--- src/rtl/rtc_seq_pkg.sv ---
package rtc_seq_pkg;

  localparam logic [2:0] DIV_CODE_RUN = 3'b010;

  typedef struct packed {
    logic [2:0] div;
    logic [3:0] rate;
  } ctrl_reg_t;

  function automatic logic div_runs(input logic [2:0] code);
    return code == DIV_CODE_RUN;
  endfunction

  // log2 of the periodic interval in ticks; code 0 is handled by the caller
  function automatic int rate_shift(input logic [3:0] code, input int max_shift);
    int c;
    int s;
    c = int'(code);
    if (c == 0)      s = 0;
    else if (c < 3)  s = c + 6;
    else             s = c - 1;
    if (s > max_shift) s = max_shift;
    return s;
  endfunction

endpackage

--- src/rtl/rtc_ctrl_reg.sv ---
module rtc_ctrl_reg
  import rtc_seq_pkg::*;
(
  input  logic       clk,
  input  logic       rst_n,
  input  logic       wr,
  input  logic [7:0] wdata,
  output logic [2:0] div_code,
  output logic [3:0] rate_code
);
  ctrl_reg_t ctrl_q;

  always_ff @(posedge clk) begin
    if (!rst_n) begin
      ctrl_q <= '0;
    end else if (wr) begin
      ctrl_q <= ctrl_reg_t'(wdata[6:0]);
    end
  end

  assign div_code  = ctrl_q.div;
  assign rate_code = ctrl_q.rate;
endmodule

--- src/rtl/rtc_div_chain.sv ---
module rtc_div_chain #(
  parameter int DIV_W    = 15,
  parameter int UIP_HOLD = 8
) (
  input  logic             clk,
  input  logic             rst_n,
  input  logic             tick_en,
  input  logic             run,
  input  logic             set_hold,
  output logic [DIV_W-1:0] phase,
  output logic             uip,
  output logic             upd,
  output logic             uf
);
  localparam logic [DIV_W-1:0] HALF      = {1'b1, {(DIV_W-1){1'b0}}};
  localparam logic [DIV_W-1:0] LAST      = '1;
  localparam logic [DIV_W-1:0] UIP_START = LAST - DIV_W'(UIP_HOLD - 1);

  logic [DIV_W-1:0] phase_q;
  logic             wrap_now;

  assign wrap_now = run && tick_en && (phase_q == LAST);

  always_ff @(posedge clk) begin
    if (!rst_n) begin
      phase_q <= HALF;
      upd     <= 1'b0;
      uf      <= 1'b0;
    end else begin
      upd <= wrap_now && !set_hold;
      uf  <= wrap_now && !set_hold;
      if (!run) begin
        phase_q <= HALF;
      end else if (tick_en) begin
        phase_q <= phase_q + DIV_W'(1);
      end
    end
  end

  assign phase = phase_q;
  assign uip   = run && (phase_q >= UIP_START);
endmodule

--- src/rtl/rtc_periodic.sv ---
module rtc_periodic
  import rtc_seq_pkg::*;
#(
  parameter int DIV_W = 15
) (
  input  logic             clk,
  input  logic             rst_n,
  input  logic             tick_en,
  input  logic             run,
  input  logic [3:0]       rate_code,
  input  logic [DIV_W-1:0] phase,
  output logic             pf
);
  logic [DIV_W-1:0] tap_mask;
  logic             rate_on;
  logic             tap_hit;
  int               shift;

  always_comb begin
    shift = rate_shift(rate_code, DIV_W - 1);
    for (int i = 0; i < DIV_W; i++) begin
      tap_mask[i] = (i < shift);
    end
  end

  assign rate_on = (rate_code != 4'd0);
  assign tap_hit = run && tick_en && rate_on && ((phase & tap_mask) == tap_mask);

  always_ff @(posedge clk) begin
    if (!rst_n) pf <= 1'b0;
    else        pf <= tap_hit;
  end
endmodule

--- src/rtl/rtc_update_seq.sv ---
module rtc_update_seq
  import rtc_seq_pkg::*;
#(
  parameter int DIV_W    = 15,
  parameter int UIP_HOLD = 8
) (
  input  logic       clk,
  input  logic       rst_n,
  input  logic       tick_en,
  input  logic       rega_wr,
  input  logic [7:0] rega_wdata,
  input  logic       set_hold,
  output logic [7:0] rega_rdata,
  output logic       uip,
  output logic       update_pulse,
  output logic       update_ended,
  output logic       periodic_pulse
);
  logic [2:0]       div_code;
  logic [3:0]       rate_code;
  logic             chain_run;
  logic [DIV_W-1:0] chain_phase;

  rtc_ctrl_reg u_reg (
    .clk       (clk),
    .rst_n     (rst_n),
    .wr        (rega_wr),
    .wdata     (rega_wdata),
    .div_code  (div_code),
    .rate_code (rate_code)
  );

  assign chain_run = div_runs(div_code);

  rtc_div_chain #(.DIV_W(DIV_W), .UIP_HOLD(UIP_HOLD)) u_chain (
    .clk      (clk),
    .rst_n    (rst_n),
    .tick_en  (tick_en),
    .run      (chain_run),
    .set_hold (set_hold),
    .phase    (chain_phase),
    .uip      (uip),
    .upd      (update_pulse),
    .uf       (update_ended)
  );

  rtc_periodic #(.DIV_W(DIV_W)) u_per (
    .clk       (clk),
    .rst_n     (rst_n),
    .tick_en   (tick_en),
    .run       (chain_run),
    .rate_code (rate_code),
    .phase     (chain_phase),
    .pf        (periodic_pulse)
  );

  assign rega_rdata = {uip, div_code, rate_code};
endmodule

--- config.mk ---
export PLATFORM = sky130hd
export DESIGN_NAME = rtc_update_seq
export DESIGN_NICKNAME = d
export VERILOG_FILES = /design/src/rtl/rtc_seq_pkg.sv /design/src/rtl/rtc_ctrl_reg.sv /design/src/rtl/rtc_div_chain.sv /design/src/rtl/rtc_periodic.sv /design/src/rtl/rtc_update_seq.sv
export SDC_FILE = /design/constraint.sdc
export NUM_CORES = 1
export LEC_CHECK = 0
export BUFFER_PORTS_ARGS = -buffer_cell sky130_fd_sc_hd__buf_2
export CORE_UTILIZATION = 45
export DETAILED_ROUTE_END_ITERATION = 8
export HOLD_SLACK_MARGIN = 0.15
export PLACE_DENSITY = 0.67
export SLEW_MARGIN = 10
export SYNTH_ARGS = -nofsm -noshare
export SYNTH_HDL_FRONTEND = slang
export SYNTH_SLANG_ARGS = --single-unit
--- constraint.sdc ---
create_clock -name clk -period 2.9 [get_ports clk]
set_clock_uncertainty 0.05 [all_clocks]
set_input_delay 0.435 -clock clk [delete_from_list [all_inputs] [get_ports clk]]
set_output_delay 0.435 -clock clk [all_outputs]
set_load 0.03 [all_outputs]
### Word level (Yosys, flattened, before mapping)

Index checks and enable logic that the tools add are counted.

| storage, ports and cells | value |
|---|---|
| flip-flop bits (word level) | 24 |
| latch bits | 0 |
| RAM bits | 0 |
| ROM bits | 0 |
| input port bits | 13 |
| memories | 0 |

| operators by class | value |
|---|---|
| add/sub/neg operators | 3 |
| multipliers | 0 |
| divide/modulo/power cells | 0 |
| order comparisons | 18 |
| equality and inequality tests | 3 |
| shifts and indexed selects | 0 |
| multiplexer cells | 3 |
| bitwise operators | 1 |
| reduce and logical (&&, ||, !) cells | 10 |

Operators with widths:

| operator | number |
|---|---|
| $lt A5 B32 Y1 const A | 7 |
| $lt A4 B32 Y1 const A | 4 |
| $mux W32 | 3 |
| $lt A3 B32 Y1 const A | 2 |
| $gt A32 B5 Y1 const B | 1 |
| $lt A1 B32 Y1 const A | 1 |
| $lt A2 B32 Y1 const A | 1 |
| $add A15 B1 Y15 const B | 1 |
| $and A15 B15 Y15 | 1 |
| $eq A15 B15 Y1 | 1 |
| $eq A15 B15 Y1 const B | 1 |
| $ge A15 B15 Y1 const B | 1 |
| $logic_and A1 B1 Y1 | 6 |
| $add A4 B3 Y5 const B | 1 |
| $sub A4 B1 Y5 const B | 1 |
| $logic_not A4 Y1 | 1 |
| $lt A4 B2 Y1 const B | 1 |
| $reduce_bool A4 Y1 | 1 |
| $eq A3 B2 Y1 const B | 1 |
| $reduce_and A2 Y1 | 1 |
| $logic_not A1 Y1 | 1 |

### Depth between registers and ports, before layout

Gate-level depths: netlist of run 1.

| logic depth | value |
|---|---|
| depth in word-level cells | 9 |
| gate-level depth with buffers | 10 |

### Modules after synthesis

From an unflattened synthesis of run 1, not the netlist that was laid out.

| unflattened totals | value |
|---|---|
| cells, all modules | 180 |
| area, all modules | 1,572.8 um^2 |

Modules (own cells, without submodules):

| module | instances | cells each | area an instance (um^2) | sequential area each (um^2) |
|---|---|---|---|---|
| rtc_div_chain | 1 | 87 | 770.7 | 320.3 |
| rtc_periodic | 1 | 69 | 516.7 | 20.0 |
| rtc_ctrl_reg | 1 | 22 | 265.3 | 140.1 |
| rtc_update_seq | 1 | 2 | 20.0 | 0.0 |

### Least setup slack after synthesis of run 1

Ideal clock, no wire load.

| timing | value |
|---|---|
| path kind | reg2reg |
| from | reg u_reg.ctrl_q (netlist bit u_reg.rate_code[2]) |
| to | reg u_per.pf |
| library setup time | 0.103 ns |
| arrival time | 2.334 ns |
| required time | 2.747 ns |
| slack | 0.412 ns |
| stages on the path, launching flop included | 11 |
| path buffers | 1 |
| period minus slack after synthesis | 2.488 ns |
| cells stage by stage | dfxtp_1 -> clkbuf_4 -> inv_1 -> ha_1 -> a21bo_2 -> a21o_1 -> nor3_4 -> a22oi_2 -> a211oi_2 -> o221ai_2 -> a2111oi_2 |

| on the way | value |
|---|---|
| cells in the longest elaborated chain, start to end | 9 |
| elaborated cells on any way between the ends | 28 |
| those cells by class | add/sub (2); order compare (17); eq/ne (1); mux (3); bitwise (1); reduce/logical (4) |

Ends and longest elaborated chain:

| element | line | RTL |
|---|---|---|
| start: declaration | rtc_ctrl_reg.sv:11 | `ctrl_reg_t ctrl_q;` |
| start signal: assignment | rtc_ctrl_reg.sv:17 | `ctrl_q <= ctrl_reg_t'(wdata[6:0]);` |
| $sub A4 B1 Y5 (tied with other cells) | rtc_seq_pkg.sv:21 | `else s = c - 1;` |
| $mux W32 | rtc_seq_pkg.sv:20 | `else if (c < 3) s = c + 6;` |
| $mux W32 | rtc_seq_pkg.sv:19 | `if (c == 0) s = 0;` |
| $gt A32 B5 Y1 | rtc_seq_pkg.sv:22 | `if (s > max_shift) s = max_shift;` |
| $mux W32 | rtc_seq_pkg.sv:22 |  |
| $lt A1 B32 Y1 (tied with other cells) | rtc_periodic.sv:22 | `tap_mask[i] = (i < shift);` |
| $and A15 B15 Y15 | rtc_periodic.sv:27 | `assign tap_hit = run && tick_en && rate_on && ((phase & tap_mask) == tap_mask);` |
| $eq A15 B15 Y1 | rtc_periodic.sv:27 |  |
| $logic_and A1 B1 Y1 (*) | rtc_periodic.sv:27 |  |
| end signal: assignment | rtc_periodic.sv:31 | `else pf <= tap_hit;` |
| end: declaration | rtc_periodic.sv:12 | `output logic pf` |

Mark *: on every way between the ends. The rest lies on a longest branch, timed or not.
A chain may end at the register's enable or synchronous reset.

### Worst setup path after layout of run 1

| timing | value |
|---|---|
| from | reg u_chain.phase_q[5], in the netlist u_chain.phase[5] |
| to | out uip |

| on the way | value |
|---|---|
| cells in the longest elaborated chain, start to end | 2 |

Ends and longest elaborated chain:

| element | line | RTL |
|---|---|---|
| start: declaration | rtc_div_chain.sv:19 | `logic [DIV_W-1:0] phase_q;` |
| start signal: assignment | rtc_div_chain.sv:35 | `phase_q <= phase_q + DIV_W'(1);` |
| $ge A15 B15 Y1 | rtc_div_chain.sv:41 | `assign uip = run && (phase_q >= UIP_START);` |
| $logic_and A1 B1 Y1 | rtc_div_chain.sv:41 |  |
| end: declaration | rtc_update_seq.sv:14 | `output logic uip,` |

Every way passes these cells.

==> impl_metrics.tcl, run 1 <==
set metrics [dict create \
    root_buffer "clkbuf_4" \
    hpwl_mm 2.16 \
    maxCapViolations 0 \
    final_cell_mix "dfxtp_1, buf_2, nor2_1" \
    htree_levels 1 \
    boundaryPins 25 \
    place.gp.congestion 0.828 \
    cts_resized 0 \
    fmax_mhz 394 \
    nets 200 \
    cts.reportedPaths.clkPinSlew_ns 0.14 \
    period_minus_slack_ns 2.54 \
    ctsHoldBuffers 0 \
    whs_ns 0.209 \
    holdPathStages 2 \
    ys_ff_latch 24 \
    postRouteAntennaNets 0 \
    grt_usage_pct 18.2 \
    setup_tns_ns 0 \
    setup_violations 0 \
    p_leak_nw 0.582 \
    cp_cell_sequence "and3_1 > nand4_1 > or3_1 > nor2_1 > buf_2" \
    r2r_slack_ns 0.36 \
    postCtsSetupBuffers 0 \
    synthCells 160 \
    min_period_over_period_pct 87.6 \
    rows 20 \
    peakVddDrop_uv 139 \
    status "complete, no violations" \
    async_flop_share_pct 0 \
    fp.dieH_um 58.5 \
    antenna_cells 0 \
    wl_per_cell_um 12.5 \
    layout_commonest_cell "dfxtp_1" \
    max_stage_delay_ns 0.47 \
    cts_made_buffers 3 \
    synthesis.nets 180 \
    maxSlewViolCount 0 \
    portBuffers 23 \
    grt_pass1_wl_mm 4.86 \
    drc 0 \
    num_vias 1179 \
    netlist.area_leader.share_pct 33.4 \
    fill_cells 313 \
    cts_buffer_depth 2 \
    yosys-top-cells-area "dfxtp_1, ha_1, mux2i_1, nor2_1, xnor2_1" \
    rr_startpoint "u_reg.rate_code[2]$_SDFFE_PN0P_" \
    worstMarginPinSlew_ns 0.642 \
    dieArea_sq_mm 0.00342 \
    slowest_stage "or3_1" \
    yosysWarnings 0 \
    cts_sinks 24 \
    maxSlewHeadroom_pct 57.1 \
    coreArea_sq_mm 0.00305 \
    setup.worst_path.class "flip-flop to primary output" \
    via_per_inst 5.29 \
    grt-ovfl-total 0 \
    path_max_fanout 6 \
    antenna_found_initial 0 \
    hold_viol_final 0 \
    hold_path.class "input pin to flip-flop" \
    synthDistinctLibCells 48 \
    rsz0062_at_grt "no" \
    drt_first_pass_iters 4 \
    min_from "set_hold" \
    synthToLayoutAreaGrowth_pct 11.0 \
    grt_pass1_vias 1124 \
    required_ns 2.41 \
    cts_tree "done" \
    drt-total-wl_mm 2.78 \
    pwr_density_cell_mw_per_mm2 408 \
    synth_edf_count 0 \
    r2r-end "u_per.pf$_SDFF_PN0_" \
    initialDrtViolationCount 81 \
    avgSynthCellArea_sq_um 8.99 \
    ys.flop_type "dfxtp_1" \
    syn_area_sq_mm 0.00144 \
    grt_start_max_net_pins 18 \
    start_kind "flip-flop" \
    seq_area_frac_synth_pct 33.4 \
    start_util_pct 47.1 \
    insertion_delay_ns 0.32 \
    r2r_cells 9 \
    endpoint_kind "primary output" \
    min_to "u_chain.upd$_SDFF_PN0_" \
    drive_gt1_share_pct 24.0 \
    yosysTopAreaCell "dfxtp_1" \
    arrival_ns 2.05 \
    die_w_um 58.5 \
]
[cell type report]
cell class / count / area [sq um] / area share (%)
inverter: 10 / 37.5 / 2.35
timing repair buffer: 23 / 115 / 7.22
tap: 44 / 55.1 / 3.45
multi-input combinational: 118 / 871 / 54.6
clock buffer: 4 / 36.3 / 2.27
sequential: 24 / 480 / 30.1
[flip-flops by register name, summed over array words and instances, names as in the netlist]
register,flops
u_reg.div_code,3
u_chain.phase,15
u_reg.rate_code,4
u_chain.upd,1
u_per.pf,1
[worst max-delay path by stage]
stage,startpoint,endpoint,slack [ns],cells past startpoint
3_3_place_gp,u_reg.rate_code[2]$_SDFFE_PN0P_,u_per.pf$_SDFF_PN0_,0.47,9
4_1_cts,u_reg.rate_code[2]$_SDFFE_PN0P_,u_per.pf$_SDFF_PN0_,0.33,9
5_1_grt,u_reg.rate_code[2]$_SDFFE_PN0P_,u_per.pf$_SDFF_PN0_,0.09,9
6_report,u_chain.phase[5]$_SDFFE_PN0P_,uip,0.36,5
2_1_floorplan,u_reg.rate_code[2]$_SDFFE_PN0P_,u_per.pf$_SDFF_PN0_,0.41,10
3_5_place_dp,u_reg.rate_code[2]$_SDFFE_PN0P_,u_per.pf$_SDFF_PN0_,0.35,9
[logic make-up (layout without fill, tap and decap cells)]
logic type / count (synthesis) / in the layout / synth area share (%)
XOR/XNOR: 12 / 12 / 7.31
multiplexers: 8 / 8 / 5.57
AO/OA/AOI/OAI: 26 / 26 / 15.9
adder cells (fa/ha/maj): 7 / 7 / 6.09
flip-flops: 24 / 24 / 33.4
AND/OR/NAND/NOR: 65 / 65 / 25.7
buffers and inverters: 18 / 37 / 6.01
[worst max-delay path, delay by kind of cell, from the launching register on]
| family | cells | cell delay [ns] |
|---|---|---|
| simple gates | 4 | 1.14 |
| buf+inv | 1 | 0.21 |
| flops | 1 | 0.38 |
[layer usage]
layer / up-vias / share of wire [%] / track usage, %
li1: 610 / - / -
met1: 546 / 48 / 23.4
met2: 16 / 48 / 31.2
met3: 7 / 2.4 / 2.64
met4: 0 / 1.8 / 6.46
met5: - / 0 / 0
[metrics by stage]
step                instance area [sq um]  setup slack [ns]  util, %  total power, mW  instances
floorplan                            1440             0.412        -            0.454        160
global placement                     1560             0.466     51.1            0.476        219
detailed placement                   1560             0.349     51.1            0.481        219
CTS                                  1600             0.328     52.3            0.656        223
global route                         1600            0.0898     52.3            0.685        223
finish                               1600             0.360     52.3            0.651        223
[cells in the mapped netlist (2+ instances only)]
cell type	number
dfxtp_1	24
nor2_1	17
nand2_1	11
inv_1	10
mux2i_1	8
ha_1	7
nor2b_1	7
nand4_1	6
xnor2_1	6
xor2_1	6
clkbuf_1	4
nand3_1	4
o21ai_0	4
a21oi_1	3
nor4_1	3
or3_1	3
a21oi_2	2
and3_1	2
buf_4	2
nor3_1	2
nor3_4	2
[power by group]
group          switching, mW  internal [mW]  leakage (nW)
Clock                  0.102         0.0768        0.0210
Combinational         0.0727         0.0540         0.367
Sequential           0.00992          0.336         0.195
(Power assumes the default switching activity.)
==> run 2: changes to the inputs <==
--- a/config.mk
+++ b/config.mk
@@ -7,6 +7,7 @@
 export LEC_CHECK = 0
 export BUFFER_PORTS_ARGS = -buffer_cell sky130_fd_sc_hd__buf_2
 export CORE_UTILIZATION = 45
+export CTS_BUF_LIST = sky130_fd_sc_hd__clkbuf_16
 export DETAILED_ROUTE_END_ITERATION = 8
 export HOLD_SLACK_MARGIN = 0.15
 export PLACE_DENSITY = 0.67
==> run 2 against run 1 <==
Via count shrank 0.25%. Non-clock buffer count is the same. Maximum frequency about the same. Critical path depth grew 4. Sequential power about the same. Register-to-register slack hardly changed. Critical endpoint is now u_per.pf$_SDFF_PN0_. Largest cell class unchanged.
==> impl_metrics.tcl, run 2 (synthesis results as in run 1) <==
set metrics [dict create \
    path_delay_family "compound AO/OA/AOI/OAI gates" \
    cp_num_cells 9 \
    wl_per_cell_um 12.5 \
    crit_buf_inv 1 \
    cts_sinks 24 \
    maxSlewHeadroom_pct 57.4 \
    place_ws_ns 0.349 \
    cts.reportedPaths.clkPinSlew_ns 0.06 \
    rr_startpoint "u_reg.rate_code[2]$_SDFFE_PN0P_" \
    nets 200 \
    cts_tree "done" \
    peakVddDrop_uv 180 \
    cp_cell_sequence "inv_1 > ha_1 > a21bo_2 > a21o_1 > nor2_1 > o21ai_1 > a211oi_2 > o221ai_2 > a2111oi_2" \
    drt_first_pass_iters 4 \
    p_int_mw 0.574 \
    slowest_stage "dfxtp_1" \
    die_w_um 58.5 \
    min_period_over_period_pct 87.5 \
    clkPwrFrac_pct 38.5 \
    fill_cells 308 \
    root_buffer "clkbuf_16" \
    path_max_fanout 11 \
    fp.dieH_um 58.5 \
    maxCapViolations 0 \
    r2r_slack_ns 0.36 \
    coreArea_sq_mm 0.00305 \
    postRouteAntennaNets 0 \
    final_cell_mix "dfxtp_1, buf_2, nor2_1" \
    maxSlewViolCount 0 \
    cts_resized 0 \
    endpoint_kind "flip-flop" \
    hpwl_mm 2.16 \
    via_per_inst 5.27 \
    antenna_found_initial 0 \
    worstMarginPinSlew_ns 0.637 \
    regArea_sq_um 480 \
    htree_levels 1 \
    fmax_mhz 394 \
    grt-ovfl-total 0 \
    r2r-end "u_per.pf$_SDFF_PN0_" \
    required_ns 3.00 \
    p_sw_mw 0.194 \
    synthToLayoutAreaGrowth_pct 13.9 \
    multi_input_area_sq_um 871 \
    layout.cells.non_filler 223 \
    largest_reg_flops 15 \
    max_stage_delay_ns 0.56 \
    drt-total-wl_mm 2.79 \
    worstSetupEndpoint "u_per.pf$_SDFF_PN0_" \
    cts_made_buffers 3 \
    drc 0 \
    num_vias 1176 \
    combPwrFrac_pct 16.5 \
    status "complete, no violations" \
    portBuffers 23 \
    drive_gt1_share_pct 23.5 \
    setup_tns_ns 0 \
    setup_ws_ns 0.362 \
    seqPwrFrac_pct 45.0 \
    p_sw_share_pct 25.3 \
    period_minus_slack_ns 2.54 \
    grt_pass1_wl_mm 4.80 \
    p_leak_nw 0.600 \
    rows 20 \
    postCtsSetupBuffers 0 \
    layout_commonest_cell "dfxtp_1" \
    hold_path.class "input pin to flip-flop" \
    insertion_delay_ns 0.26 \
    antenna_cells 0 \
    start_util_pct 47.1 \
    dieArea_sq_mm 0.00342 \
    setup.worst_path.class "flip-flop to flip-flop" \
    grt_usage_pct 18.3 \
    r2r_cells 9 \
    setup_violations 0 \
    start_kind "flip-flop" \
    dp_cells 219 \
    crit_start "u_reg.rate_code[2]$_SDFFE_PN0P_" \
    final_cell_area_sq_mm 0.00164 \
    place.gp.congestion 0.828 \
    hold_viol_final 0 \
    placedInstanceArea_sq_mm 0.00156 \
    grt_start_max_net_pins 18 \
    grt_pass1_vias 1089 \
    pwr_density_cell_mw_per_mm2 469 \
    boundaryPins 25 \
    initialDrtViolationCount 54 \
    cts_buffer_depth 2 \
    rsz0062_at_grt "no" \
    ctsHoldBuffers 0 \
    arrival_ns 2.64 \
]
## run 2: how the worst min path moves through the flow
stage                                              from                            end  slack [ns]  cells after the start
final                                          set_hold         u_chain.upd$_SDFF_PN0_        0.29                      2
after global routing                           set_hold         u_chain.upd$_SDFF_PN0_        0.30                      2
after CTS                                      set_hold         u_chain.upd$_SDFF_PN0_        0.29                      2
after detailed placement  u_chain.phase[6]$_SDFFE_PN0P_  u_chain.phase[6]$_SDFFE_PN0P_        0.43                      2
after global placement    u_chain.phase[6]$_SDFFE_PN0P_  u_chain.phase[6]$_SDFFE_PN0P_        0.42                      2
after floorplan           u_chain.phase[6]$_SDFFE_PN0P_  u_chain.phase[6]$_SDFFE_PN0P_        0.40                      2
## run 2: metrics by stage
stage | util (%) | hold WS [ns] | total power, mW
floorplan | - | 0.404 | 0.454
global placement | 51.1 | 0.420 | 0.476
detailed placement | 51.1 | 0.433 | 0.481
CTS | 53.6 | 0.291 | 0.777
global route | 53.6 | 0.300 | 0.804
finish | 53.6 | 0.291 | 0.768
## run 2: per-layer routing
layer,track usage (%),vias to the layer above,share of wire (%)
met3,2.64,6,1.6
met1,23.1,553,48
met5,0,-,0
li1,-,605,-
met2,31.0,12,48
met4,8.16,0,2.0
## run 2: layout make-up
cell class	count	share of cell area [%]
tap	44	3.36
timing repair buffer	23	7.03
sequential	24	29.3
clock buffer	3	4.58
multi-input combinational	118	53.2
clock inverter	1	0.229
inverter	10	2.29
## run 2: power by group through the flow
stage	clock network, mW	logic [mW]	registers (mW)
finish	0.296	0.127	0.346
global route	0.318	0.140	0.347
CTS	0.304	0.127	0.346
detailed placement	0	0.127	0.353
global placement	0	0.123	0.353
floorplan	0	0.0940	0.360
